## src/rtl/sar_rd_pkg.sv

```systemverilog
package sar_rd_pkg;

  typedef enum logic [2:0] {
    ST_IDLE = 3'd0,
    ST_LEAD = 3'd1,
    ST_LOW  = 3'd2,
    ST_HIGH = 3'd3,
    ST_END  = 3'd4,
    ST_GAP  = 3'd5
  } rd_state_e;

endpackage

```

## src/rtl/sar_rd_sync.sv

```systemverilog
module sar_rd_sync #(
  parameter int STAGES = 2
) (
  input  logic clk,
  input  logic rst_n,
  input  logic d_i,
  output logic q_o
);

  logic [STAGES-1:0] pipe_q;

  generate
    for (genvar s = 0; s < STAGES; s++) begin : g_stage
      if (s == 0) begin : g_first
        always_ff @(posedge clk or negedge rst_n) begin
          if (!rst_n) pipe_q[0] <= 1'b0;
          else        pipe_q[0] <= d_i;
        end
      end else begin : g_next
        always_ff @(posedge clk or negedge rst_n) begin
          if (!rst_n) pipe_q[s] <= 1'b0;
          else        pipe_q[s] <= pipe_q[s-1];
        end
      end
    end
  endgenerate

  assign q_o = pipe_q[STAGES-1];

endmodule

```

## src/rtl/sar_rd_div.sv

```systemverilog
module sar_rd_div #(
  parameter int DIV_W = 8
) (
  input  logic             clk,
  input  logic             rst_n,
  input  logic             run_i,
  input  logic [DIV_W-1:0] half_i,
  output logic             tick_o
);

  logic [DIV_W-1:0] cnt_q;
  logic [DIV_W-1:0] cnt_d;
  logic             at_end;

  assign at_end = (cnt_q == half_i - DIV_W'(1));

  always_comb begin
    cnt_d = cnt_q;
    if (!run_i)      cnt_d = '0;
    else if (at_end) cnt_d = '0;
    else             cnt_d = cnt_q + DIV_W'(1);
  end

  always_ff @(posedge clk or negedge rst_n) begin
    if (!rst_n) cnt_q <= '0;
    else        cnt_q <= cnt_d;
  end

  assign tick_o = run_i & at_end;

endmodule

```

## src/rtl/sar_rd_capture.sv

```systemverilog
module sar_rd_capture #(
  parameter int DATA_W = 14,
  parameter int POS_W  = 4
) (
  input  logic              clk,
  input  logic              rst_n,
  input  logic              clr_i,
  input  logic              we_i,
  input  logic [POS_W-1:0]  pos_i,
  input  logic              bit_i,
  output logic [DATA_W-1:0] word_o
);

  generate
    for (genvar i = 0; i < DATA_W; i++) begin : g_bit
      logic bit_q;
      logic bit_d;
      logic hit;

      assign hit = we_i && (pos_i == POS_W'(i));

      always_comb begin
        bit_d = bit_q;
        if (clr_i)    bit_d = 1'b0;
        else if (hit) bit_d = bit_i;
      end

      always_ff @(posedge clk or negedge rst_n) begin
        if (!rst_n) bit_q <= 1'b0;
        else        bit_q <= bit_d;
      end

      assign word_o[i] = bit_q;
    end
  endgenerate

endmodule

```

## src/rtl/sar_rd_ctrl.sv

```systemverilog
module sar_rd_ctrl
  import sar_rd_pkg::*;
#(
  parameter int DATA_W      = 14,
  parameter int FRAME_CLKS  = 18,
  parameter int LEAD_RISES  = 2,
  parameter int DIV_W       = 8,
  parameter int MIN_HALF    = 4,
  parameter int GAP_PERIODS = 2,
  parameter int SYNC_STAGES = 2,
  parameter int NB_W        = $clog2(DATA_W + 1)
) (
  input  logic              clk,
  input  logic              rst_n,
  input  logic              start_i,
  input  logic [DIV_W-1:0]  div_i,
  input  logic [NB_W-1:0]   nbits_i,
  input  logic              sdo_i,
  output logic              cs_n_o,
  output logic              sclk_o,
  output logic              busy_o,
  output logic              valid_o,
  output logic [DATA_W-1:0] result_o
);

  localparam int RC_W = $clog2(FRAME_CLKS + 1);
  localparam int POS_W = $clog2(DATA_W);
  localparam int GAP_TICKS = 2 * GAP_PERIODS;
  localparam int GC_W = (GAP_TICKS > 1) ? $clog2(GAP_TICKS) : 1;

  localparam logic [NB_W-1:0]  NB_FULL    = NB_W'(DATA_W);
  localparam logic [RC_W-1:0]  RISE_FULL  = RC_W'(FRAME_CLKS);
  localparam logic [RC_W-1:0]  RISE_LEAD  = RC_W'(LEAD_RISES);
  localparam logic [RC_W-1:0]  RISE_TOP   = RC_W'(LEAD_RISES + DATA_W);
  localparam logic [DIV_W-1:0] HALF_MIN   = DIV_W'(MIN_HALF);
  localparam logic [GC_W-1:0]  GAP_LAST   = GC_W'(GAP_TICKS - 1);

  // reset: asynchronous assert, synchronous release
  logic [1:0] rst_pipe_q;
  logic       rst_core_n;

  always_ff @(posedge clk or negedge rst_n) begin
    if (!rst_n) rst_pipe_q <= 2'b00;
    else        rst_pipe_q <= {rst_pipe_q[0], 1'b1};
  end

  assign rst_core_n = rst_pipe_q[1];

  // state and datapath registers
  rd_state_e         state_q, state_d;
  logic              cs_n_q, cs_n_d;
  logic              sclk_q, sclk_d;
  logic              valid_q, valid_d;
  logic [RC_W-1:0]   rise_q, rise_d;
  logic [NB_W-1:0]   nb_q, nb_d;
  logic [DIV_W-1:0]  half_q, half_d;
  logic [GC_W-1:0]   gap_q, gap_d;
  logic [DATA_W-1:0] res_q, res_d;

  // helper nets
  logic              tick;
  logic              run;
  logic              sdo_sync;
  logic              cap_clr;
  logic              cap_en;
  logic [POS_W-1:0]  cap_pos;
  logic [DATA_W-1:0] cap_word;
  logic [NB_W-1:0]   nb_req;
  logic [DIV_W-1:0]  half_req;
  logic [RC_W-1:0]   rise_nx;
  logic [RC_W-1:0]   last_rise;
  logic              in_window;

  assign run       = (state_q != ST_IDLE);
  assign nb_req    = ((nbits_i == '0) || (nbits_i > NB_FULL)) ? NB_FULL : nbits_i;
  assign half_req  = (div_i < HALF_MIN) ? HALF_MIN : div_i;
  assign rise_nx   = rise_q + RC_W'(1);
  assign last_rise = (nb_q == NB_FULL) ? RISE_FULL : (RISE_LEAD + RC_W'(nb_q));
  assign in_window = (rise_nx > RISE_LEAD) && (rise_nx <= (RISE_LEAD + RC_W'(nb_q)));
  assign cap_pos   = POS_W'(RISE_TOP - rise_nx);

  sar_rd_sync #(
    .STAGES (SYNC_STAGES)
  ) u_sync (
    .clk   (clk),
    .rst_n (rst_core_n),
    .d_i   (sdo_i),
    .q_o   (sdo_sync)
  );

  sar_rd_div #(
    .DIV_W (DIV_W)
  ) u_div (
    .clk    (clk),
    .rst_n  (rst_core_n),
    .run_i  (run),
    .half_i (half_q),
    .tick_o (tick)
  );

  sar_rd_capture #(
    .DATA_W (DATA_W),
    .POS_W  (POS_W)
  ) u_cap (
    .clk    (clk),
    .rst_n  (rst_core_n),
    .clr_i  (cap_clr),
    .we_i   (cap_en),
    .pos_i  (cap_pos),
    .bit_i  (sdo_sync),
    .word_o (cap_word)
  );

  // next-state logic
  always_comb begin
    state_d = state_q;
    cs_n_d  = cs_n_q;
    sclk_d  = sclk_q;
    valid_d = 1'b0;
    rise_d  = rise_q;
    nb_d    = nb_q;
    half_d  = half_q;
    gap_d   = gap_q;
    res_d   = res_q;
    cap_clr = 1'b0;
    cap_en  = 1'b0;

    unique case (state_q)
      ST_IDLE: begin
        if (start_i) begin
          state_d = ST_LEAD;
          cs_n_d  = 1'b0;
          nb_d    = nb_req;
          half_d  = half_req;
          rise_d  = '0;
          cap_clr = 1'b1;
        end
      end
      ST_LEAD, ST_HIGH: begin
        if (tick) begin
          sclk_d  = 1'b0;
          state_d = ST_LOW;
        end
      end
      ST_LOW: begin
        if (tick) begin
          sclk_d  = 1'b1;
          rise_d  = rise_nx;
          cap_en  = in_window;
          state_d = (rise_nx == last_rise) ? ST_END : ST_HIGH;
        end
      end
      ST_END: begin
        if (tick) begin
          cs_n_d  = 1'b1;
          valid_d = 1'b1;
          res_d   = cap_word;
          gap_d   = '0;
          state_d = ST_GAP;
        end
      end
      ST_GAP: begin
        if (tick) begin
          if (gap_q == GAP_LAST) state_d = ST_IDLE;
          else                   gap_d   = gap_q + GC_W'(1);
        end
      end
      default: state_d = ST_IDLE;
    endcase
  end

  // registers
  always_ff @(posedge clk or negedge rst_core_n) begin
    if (!rst_core_n) begin
      state_q <= ST_IDLE;
      cs_n_q  <= 1'b1;
      sclk_q  <= 1'b1;
      valid_q <= 1'b0;
      rise_q  <= '0;
      nb_q    <= NB_FULL;
      half_q  <= HALF_MIN;
      gap_q   <= '0;
      res_q   <= '0;
    end else begin
      state_q <= state_d;
      cs_n_q  <= cs_n_d;
      sclk_q  <= sclk_d;
      valid_q <= valid_d;
      rise_q  <= rise_d;
      nb_q    <= nb_d;
      half_q  <= half_d;
      gap_q   <= gap_d;
      res_q   <= res_d;
    end
  end

  assign cs_n_o   = cs_n_q;
  assign sclk_o   = sclk_q;
  assign busy_o   = run;
  assign valid_o  = valid_q;
  assign result_o = res_q;

endmodule

```

## config.mk

```make
export PLATFORM = sky130hd
export DESIGN_NAME = sar_rd_ctrl
export DESIGN_NICKNAME = d
export VERILOG_FILES = /design/src/rtl/sar_rd_pkg.sv /design/src/rtl/sar_rd_sync.sv /design/src/rtl/sar_rd_div.sv /design/src/rtl/sar_rd_capture.sv /design/src/rtl/sar_rd_ctrl.sv
export SDC_FILE = /design/constraint.sdc
export NUM_CORES = 1
export LEC_CHECK = 0
export ABC_AREA = 1
export BUFFER_PORTS_ARGS = -buffer_cell sky130_fd_sc_hd__buf_2
export CAP_MARGIN = 20
export CORE_MARGIN = 4
export CORE_UTILIZATION = 33
export CTS_BUF_LIST = sky130_fd_sc_hd__clkbuf_4 sky130_fd_sc_hd__clkbuf_8
export DETAILED_ROUTE_END_ITERATION = 8
export PLACE_DENSITY = 0.55
export SYNTH_ARGS = -nofsm -noshare
export SYNTH_HDL_FRONTEND = slang
export SYNTH_SLANG_ARGS = --single-unit
```

## constraint.sdc

```tcl
create_clock -name clk -period 4.65 [get_ports clk]
set_input_delay 0.93 -clock clk [delete_from_list [all_inputs] [get_ports clk]]
set_output_delay 0.93 -clock clk [all_outputs]
set_load 0.05 [all_outputs]
```

Word-level counts from Yosys, hierarchy flattened
Index checks and enable logic that the tools add are counted. W data, S select, Z words.

Add/subtract/negate cells: 6. $lt $le $gt $ge: 4. Equality and inequality tests: 29. Mux-type cells: 59. Bitwise logic cells: 1. Reductions and logical operators: 46.

Operators by type and width (count): $mux W1 (37); $reduce_bool A2 Y1 (18); $eq A4 B4 Y1 const B (7); $mux W8 (3); $mux W3 (7); $eq A4 B3 Y1 const B (4); $logic_and A1 B1 Y1 (15); $mux W5 (3); $pmux W3 S5 (1); $ne A2 B2 Y1 const B (7); $pmux W5 S2 (1); $reduce_and A3 Y1 (3); $add A8 B1 Y8 const B (1); $eq A4 B2 Y1 const B (2); $eq A8 B8 Y1 (1); $logic_not A4 Y1 (2); $lt A8 B3 Y1 const B (1); $sub A8 B1 Y8 const B (1); $eq A3 B2 Y1 const B (2); $eq A3 B3 Y1 const B (2); $mux W2 (3); $reduce_and A6 Y1 (1); $add A2 B4 Y5 const A (1); $add A5 B1 Y5 const B (1); 19 further kinds (21).

Register bits: 65. Bits of input ports: 16. Output and inout bits: 18. Word-level logic and storage cells: 172.

Longest topological paths before layout
Depth after elaboration: 8. Gate-level depth with buffers: 17. Depth with buffers taken out: 16.

Modules after synthesis
A second synthesis with hierarchy kept.

Cells, all modules: 526. Area, all modules: 3888.7 µm².

By module, submodules not included: sar_rd_ctrl (times used 1, cells each 277, area an instance 2188.3 µm², sequential area each 1033.5 µm²); sar_rd_capture (times used 1, cells each 144, area an instance 979.7 µm², sequential area each 350.3 µm²); sar_rd_div (times used 1, cells each 103, area an instance 670.6 µm², sequential area each 200.2 µm²); sar_rd_sync (times used 1, cells each 2, area an instance 50.0 µm², sequential area each 50.0 µm²).

Least setup slack after synthesis
Ideal clock, no wire load.

Path kind: reg2reg. Start point: reg rise_q[0]. End point: reg u_cap.g_bit[0].bit_q. Setup time: 0.113 ns. Arrival time: 2.226 ns. Data required time: 4.537 ns. Setup slack: 2.311 ns. Stages on the path, launching flop included: 17. Path buffers: 1. Clock period less this slack: 2.339 ns. Cell sequence: dfrtp_1 -> inv_1 -> ha_1 -> ha_1 -> inv_1 -> nor2_1 -> o21ai_0 -> nand2_1 -> nand2_1 -> nand2_1 -> nand2_1 -> nand2_1 -> nand2_2 -> buf_2 -> nand4_1 -> nand2_1 -> inv_1.

Longest elaborated chain between the ends: 7. Elaborated cells between the ends (all ways): 10. Classes of those cells: add/sub (2); order compare (2); mux (2); reduce/logical (4).

Ends and longest elaborated chain: from (decl) (RTL line sar_rd_ctrl.sv:54) `logic [RC_W-1:0] rise_q, rise_d;`; from (signal assigned) (RTL line sar_rd_ctrl.sv:189) `rise_q <= rise_d;`; $add A5 B1 Y5 (*) (RTL line sar_rd_ctrl.sv:77) `assign rise_nx = rise_q + RC_W'(1);`; $gt A5 B2 Y1 / $le A5 B5 Y1 (equally long branches) (RTL line sar_rd_ctrl.sv:79) `assign in_window = (rise_nx > RISE_LEAD) && (rise_nx <= (RISE_LEAD + RC_W'(nb_q)));`; $logic_and A1 B1 Y1 (RTL line sar_rd_ctrl.sv:79); $mux W1 (RTL line sar_rd_ctrl.sv:146) `if (tick) begin`; $mux W1 (RTL line sar_rd_ctrl.sv:128) `unique case (state_q)`; $logic_and A1 B1 Y1 (*) (RTL line sar_rd_capture.sv:20) `assign hit = we_i && (pos_i == POS_W'(i));`; $reduce_bool A2 Y1 (no line) (*); to (signal assigned) (RTL line sar_rd_capture.sv:30) `else bit_q <= bit_d;`; to (decl) (RTL line sar_rd_capture.sv:16) `logic bit_q;`.

Mark *: on every way between the ends. The rest lies on a longest branch, timed or not. A chain may end at the register's enable or synchronous reset.

Worst setup path after layout
Start point: reg rise_q[0]. End point: reg u_cap.g_bit[12].bit_q.

Longest elaborated chain between the ends: 7. Elaborated cells between the ends (all ways): 10. Classes of those cells: add/sub (2); order compare (2); eq/ne (1); mux (2); reduce/logical (3).

Ends and longest elaborated chain (RTL line): $add A5 B1 Y5 (*) (sar_rd_ctrl.sv:77); $gt A5 B2 Y1 / $le A5 B5 Y1 (equally long branches) (sar_rd_ctrl.sv:79); $logic_and A1 B1 Y1 (sar_rd_ctrl.sv:79); $mux W1 (sar_rd_ctrl.sv:146); $mux W1 (sar_rd_ctrl.sv:128); $logic_and A1 B1 Y1 (*) (sar_rd_capture.sv:20); $reduce_bool A2 Y1 (no line) (*); to (signal assigned) (sar_rd_capture.sv:30); to (decl) (sar_rd_capture.sv:16).

Marked as above.

==> results.py <==
metrics = {
    "outcome": {
        "outcome": "finished clean",
    },
    "pwr": {
        "power_uw": 1090,
        "p_clk_share_pct": 46.0,
        "ir_drop_mv": 0.110,
        "internal_power_uw": 861,
        "p_comb_share_pct": 2.2,
        "pwr-share-seq_pct": 51.9,
        "switchingPower_uw": 234,
        "powerDensity_nw_per_um2": 263,
        "p_leak_uw": 0.00213,
        "p_sw_share_pct": 21.4,
    },
    "synthesis": {
        "syn_area_sq_um": 3670,
        "syn_nets": 517,
        "ys_ff_latch": 65,
        "netlist_top_cells_area": "dfrtp_1, nand2_1, inv_1, nand3_1, nor2_1",
        "ys.flop_type": "dfrtp_1",
        "yosysTopAreaCell": "dfrtp_1",
        "ys_warn_count": 0,
        "yosysUniqueCellTypes": 38,
        "synth_top_area_share_pct": 40.3,
        "netlist_instances": 488,
        "synth-edff-count": 0,
        "yosysSeqAreaShare_pct": 44.6,
        "avgSynthCellArea_sq_um": 7.51,
        "synth_commonest_cells": "nand2_1, dfrtp_1, inv_1, nor2_1, nand3_1",
        "synth_most_common_cell": "nand2_1",
        "synth-async-reset-ratio_pct": 100,
    },
    "sta": {
        "slew_headroom_pct": 47.9,
        "rsz0062_at_grt": "no",
        "clock_skew_ps": 12.4,
        "setup_violations": 0,
        "finalHoldViolations": 0,
        "tightest_slew_ps": 782,
        "layout_min_cycle_time_ps": 2620,
        "setup_tns_ps": 0,
        "drv_slew": 0,
        "whs_ps": 348,
        "finalCritPeriodShare_pct": 56.3,
        "fmax_mhz": 382,
    },
    "worst_setup_path": {
        "criticalPathCategory": "register to register",
        "reg2reg_from": "rise_q[0]",
        "reg2reg_depth": 15,
        "cp.arrival_ps": 2860,
        "start_kind": "register",
        "worstSetupEndpointType": "register",
        "required_ps": 4900,
        "reg2reg_setup_slack_ps": 2030,
        "path_max_fanout": 28,
        "crit_start": "rise_q[0]",
    },
    "final_layout": {
        "seqCellArea_sq_um": 1640,
        "areaGrowthSynthToFinish_pct": 13.6,
        "nets": 552,
        "drive_gt1_share_pct": 15.2,
        "multi_input_area_sq_um": 1740,
        "fillCellCount": 1136,
        "antenna_cells": 0,
        "fin_util_pct": 38.4,
    },
    "clock_tree": {
        "clock_sinks": 65,
        "clockBufferDepth": 2,
        "numCtsBuffers": 9,
        "cts.clk_slew.worst_paths_ps": 70,
        "cts_resized": 0,
        "clk_latency_ps": 350,
        "post_cts_buffers": 0,
        "cts_root_buffer": "clkbuf_8",
        "cts.htree.levels": 3,
        "cts_tree": "done",
        "hold_buffers": 0,
    },
    "routing": {
        "drc_errors": 0,
        "postRouteAntennaNets": 0,
        "dr.first_iter.drc_count": 148,
        "routed_wl_mm": 7.72,
        "firstDrtPassIters": 4,
        "post_drt_wl_per_cell_microns": 11.6,
        "vias_per_cell": 4.60,
        "vias": 3073,
    },
    "global_route": {
        "grt_overflow": 0,
        "track_usage_pct": 13.2,
        "grt_max_degree": 64,
        "antenna_found_initial": 0,
        "grt_pass1_vias": 2960,
        "grt_pass1_wl_mm": 13.7,
    },
    "floorplan": {
        "dieHeight_microns": 113,
        "die_area_sq_um": 12900,
        "die_w_microns": 113,
        "fp.coreArea_sq_um": 10800,
        "start_util_pct": 33.8,
        "ios": 34,
        "row_count": 38,
    },
    "placement": {
        "place_congestion": 0.813,
        "dp_hpwl_mm": 5.65,
        "portBuffers": 33,
    },
    "flow_run": {
        "cap_violations": 0,
    },
    "min_path": {
        "hold_class": "input port to async pin",
    },
}
==> layer usage <==
metal	GRT usage, %	wire, microns
met1	17.2	3820
met2	20.4	3430
met3	3.55	300
met4	6.17	172
met5	0	0
==> flip-flops by register name, indices dropped and copies added, names as in the netlist, 2 cells and up <==
register,flops
state_q,3
nb_q,4
u_cap.g_bit.bit_q,14
rise_q,5
rst_pipe_q,2
u_div.cnt_q,8
result_o,14
gap_q,2
half_q,8
==> cells in the final DEF (no fill, tap or decap), drive strengths merged, types with 3 or more instances in the layout <==
cell    Yosys  layout
dfstp       6       6
clkbuf      3      13
nand2     167     167
o21ai      28      28
nand3      41      41
buf         8      35
inv        61      61
nor3        3       3
nor2       50      50
ha         13      13
dfrtp      59      59
xnor2       7       7
xor2        8       8
a21oi       3       3
nand4      17      17
==> worst paths after layout <==
| check | end |
|---|---|
| worst max-delay path | u_cap.g_bit[12].bit_q |
| worst min-delay path | rst_pipe_q[0] |
| worst max register to register | u_cap.g_bit[12].bit_q |
| worst min register to register | u_sync.q_o |
| max in group asynchronous | half_q[1] |
| min in group clk | u_sync.q_o |
==> power groups by stage <==
| stage | combinational (uW) | clock [uW] | sequential, uW |
|---|---|---|---|
| 2_1_floorplan | 4.18 | 0 | 586 |
| 3_3_place_gp | 25.1 | 0 | 578 |
| 3_5_place_dp | 25.4 | 0 | 578 |
| 4_1_cts | 25.3 | 521 | 568 |
| 5_1_grt | 28.7 | 552 | 567 |
| 6_report | 23.8 | 503 | 568 |
==> per-stage QoR <==
stage / instances / area (sq um) / worst slack [ps]
after detailed placement: 652 / 3960 / 2060
after CTS: 668 / 4170 / 2050
final: 668 / 4170 / 2030
after floorplan: 488 / 3670 / 2310
after global placement: 652 / 3960 / 2080
after global routing: 668 / 4170 / 1660
==> layout make-up <==
cell class / instances / share of cell area (%)
Clock buffer: 13 / 4.00
Inverter: 61 / 5.50
Multi-Input combinational cell: 351 / 41.8
Timing Repair Buffer: 35 / 4.33
Tap cell: 140 / 4.21
Clock inverter: 3 / 0.961
Sequential cell: 65 / 39.3
==> worst max-delay path, cell delays in order (launching register included) <==
cell and delay [ps]:
dfrtp_1 520, inv_1 150, ha_1 410, ha_1 300, inv_1 70, nor2_1 40, o21ai_0 130, nand2_1 60
nand2_1 60, nand2_1 40, nand2_1 50, nand2_1 50, nand2_2 340, nand4_1 150, nand2_1 100, inv_1 40
==> cells by family after synthesis <==
kind of cell               count (synthesis)  synth area share, %
other                                      1                0.102
buffers and inverters                     72                 7.99
DFF                                       65                 44.6
and+or+nand+nor                          286                 34.0
xor gates and xnor gates                  15                 3.58
AOI/OAI and AO/OA                         36                 5.32
adders and majority gates                 13                 4.44
Note: power is estimated with default switching activity, not from simulation.
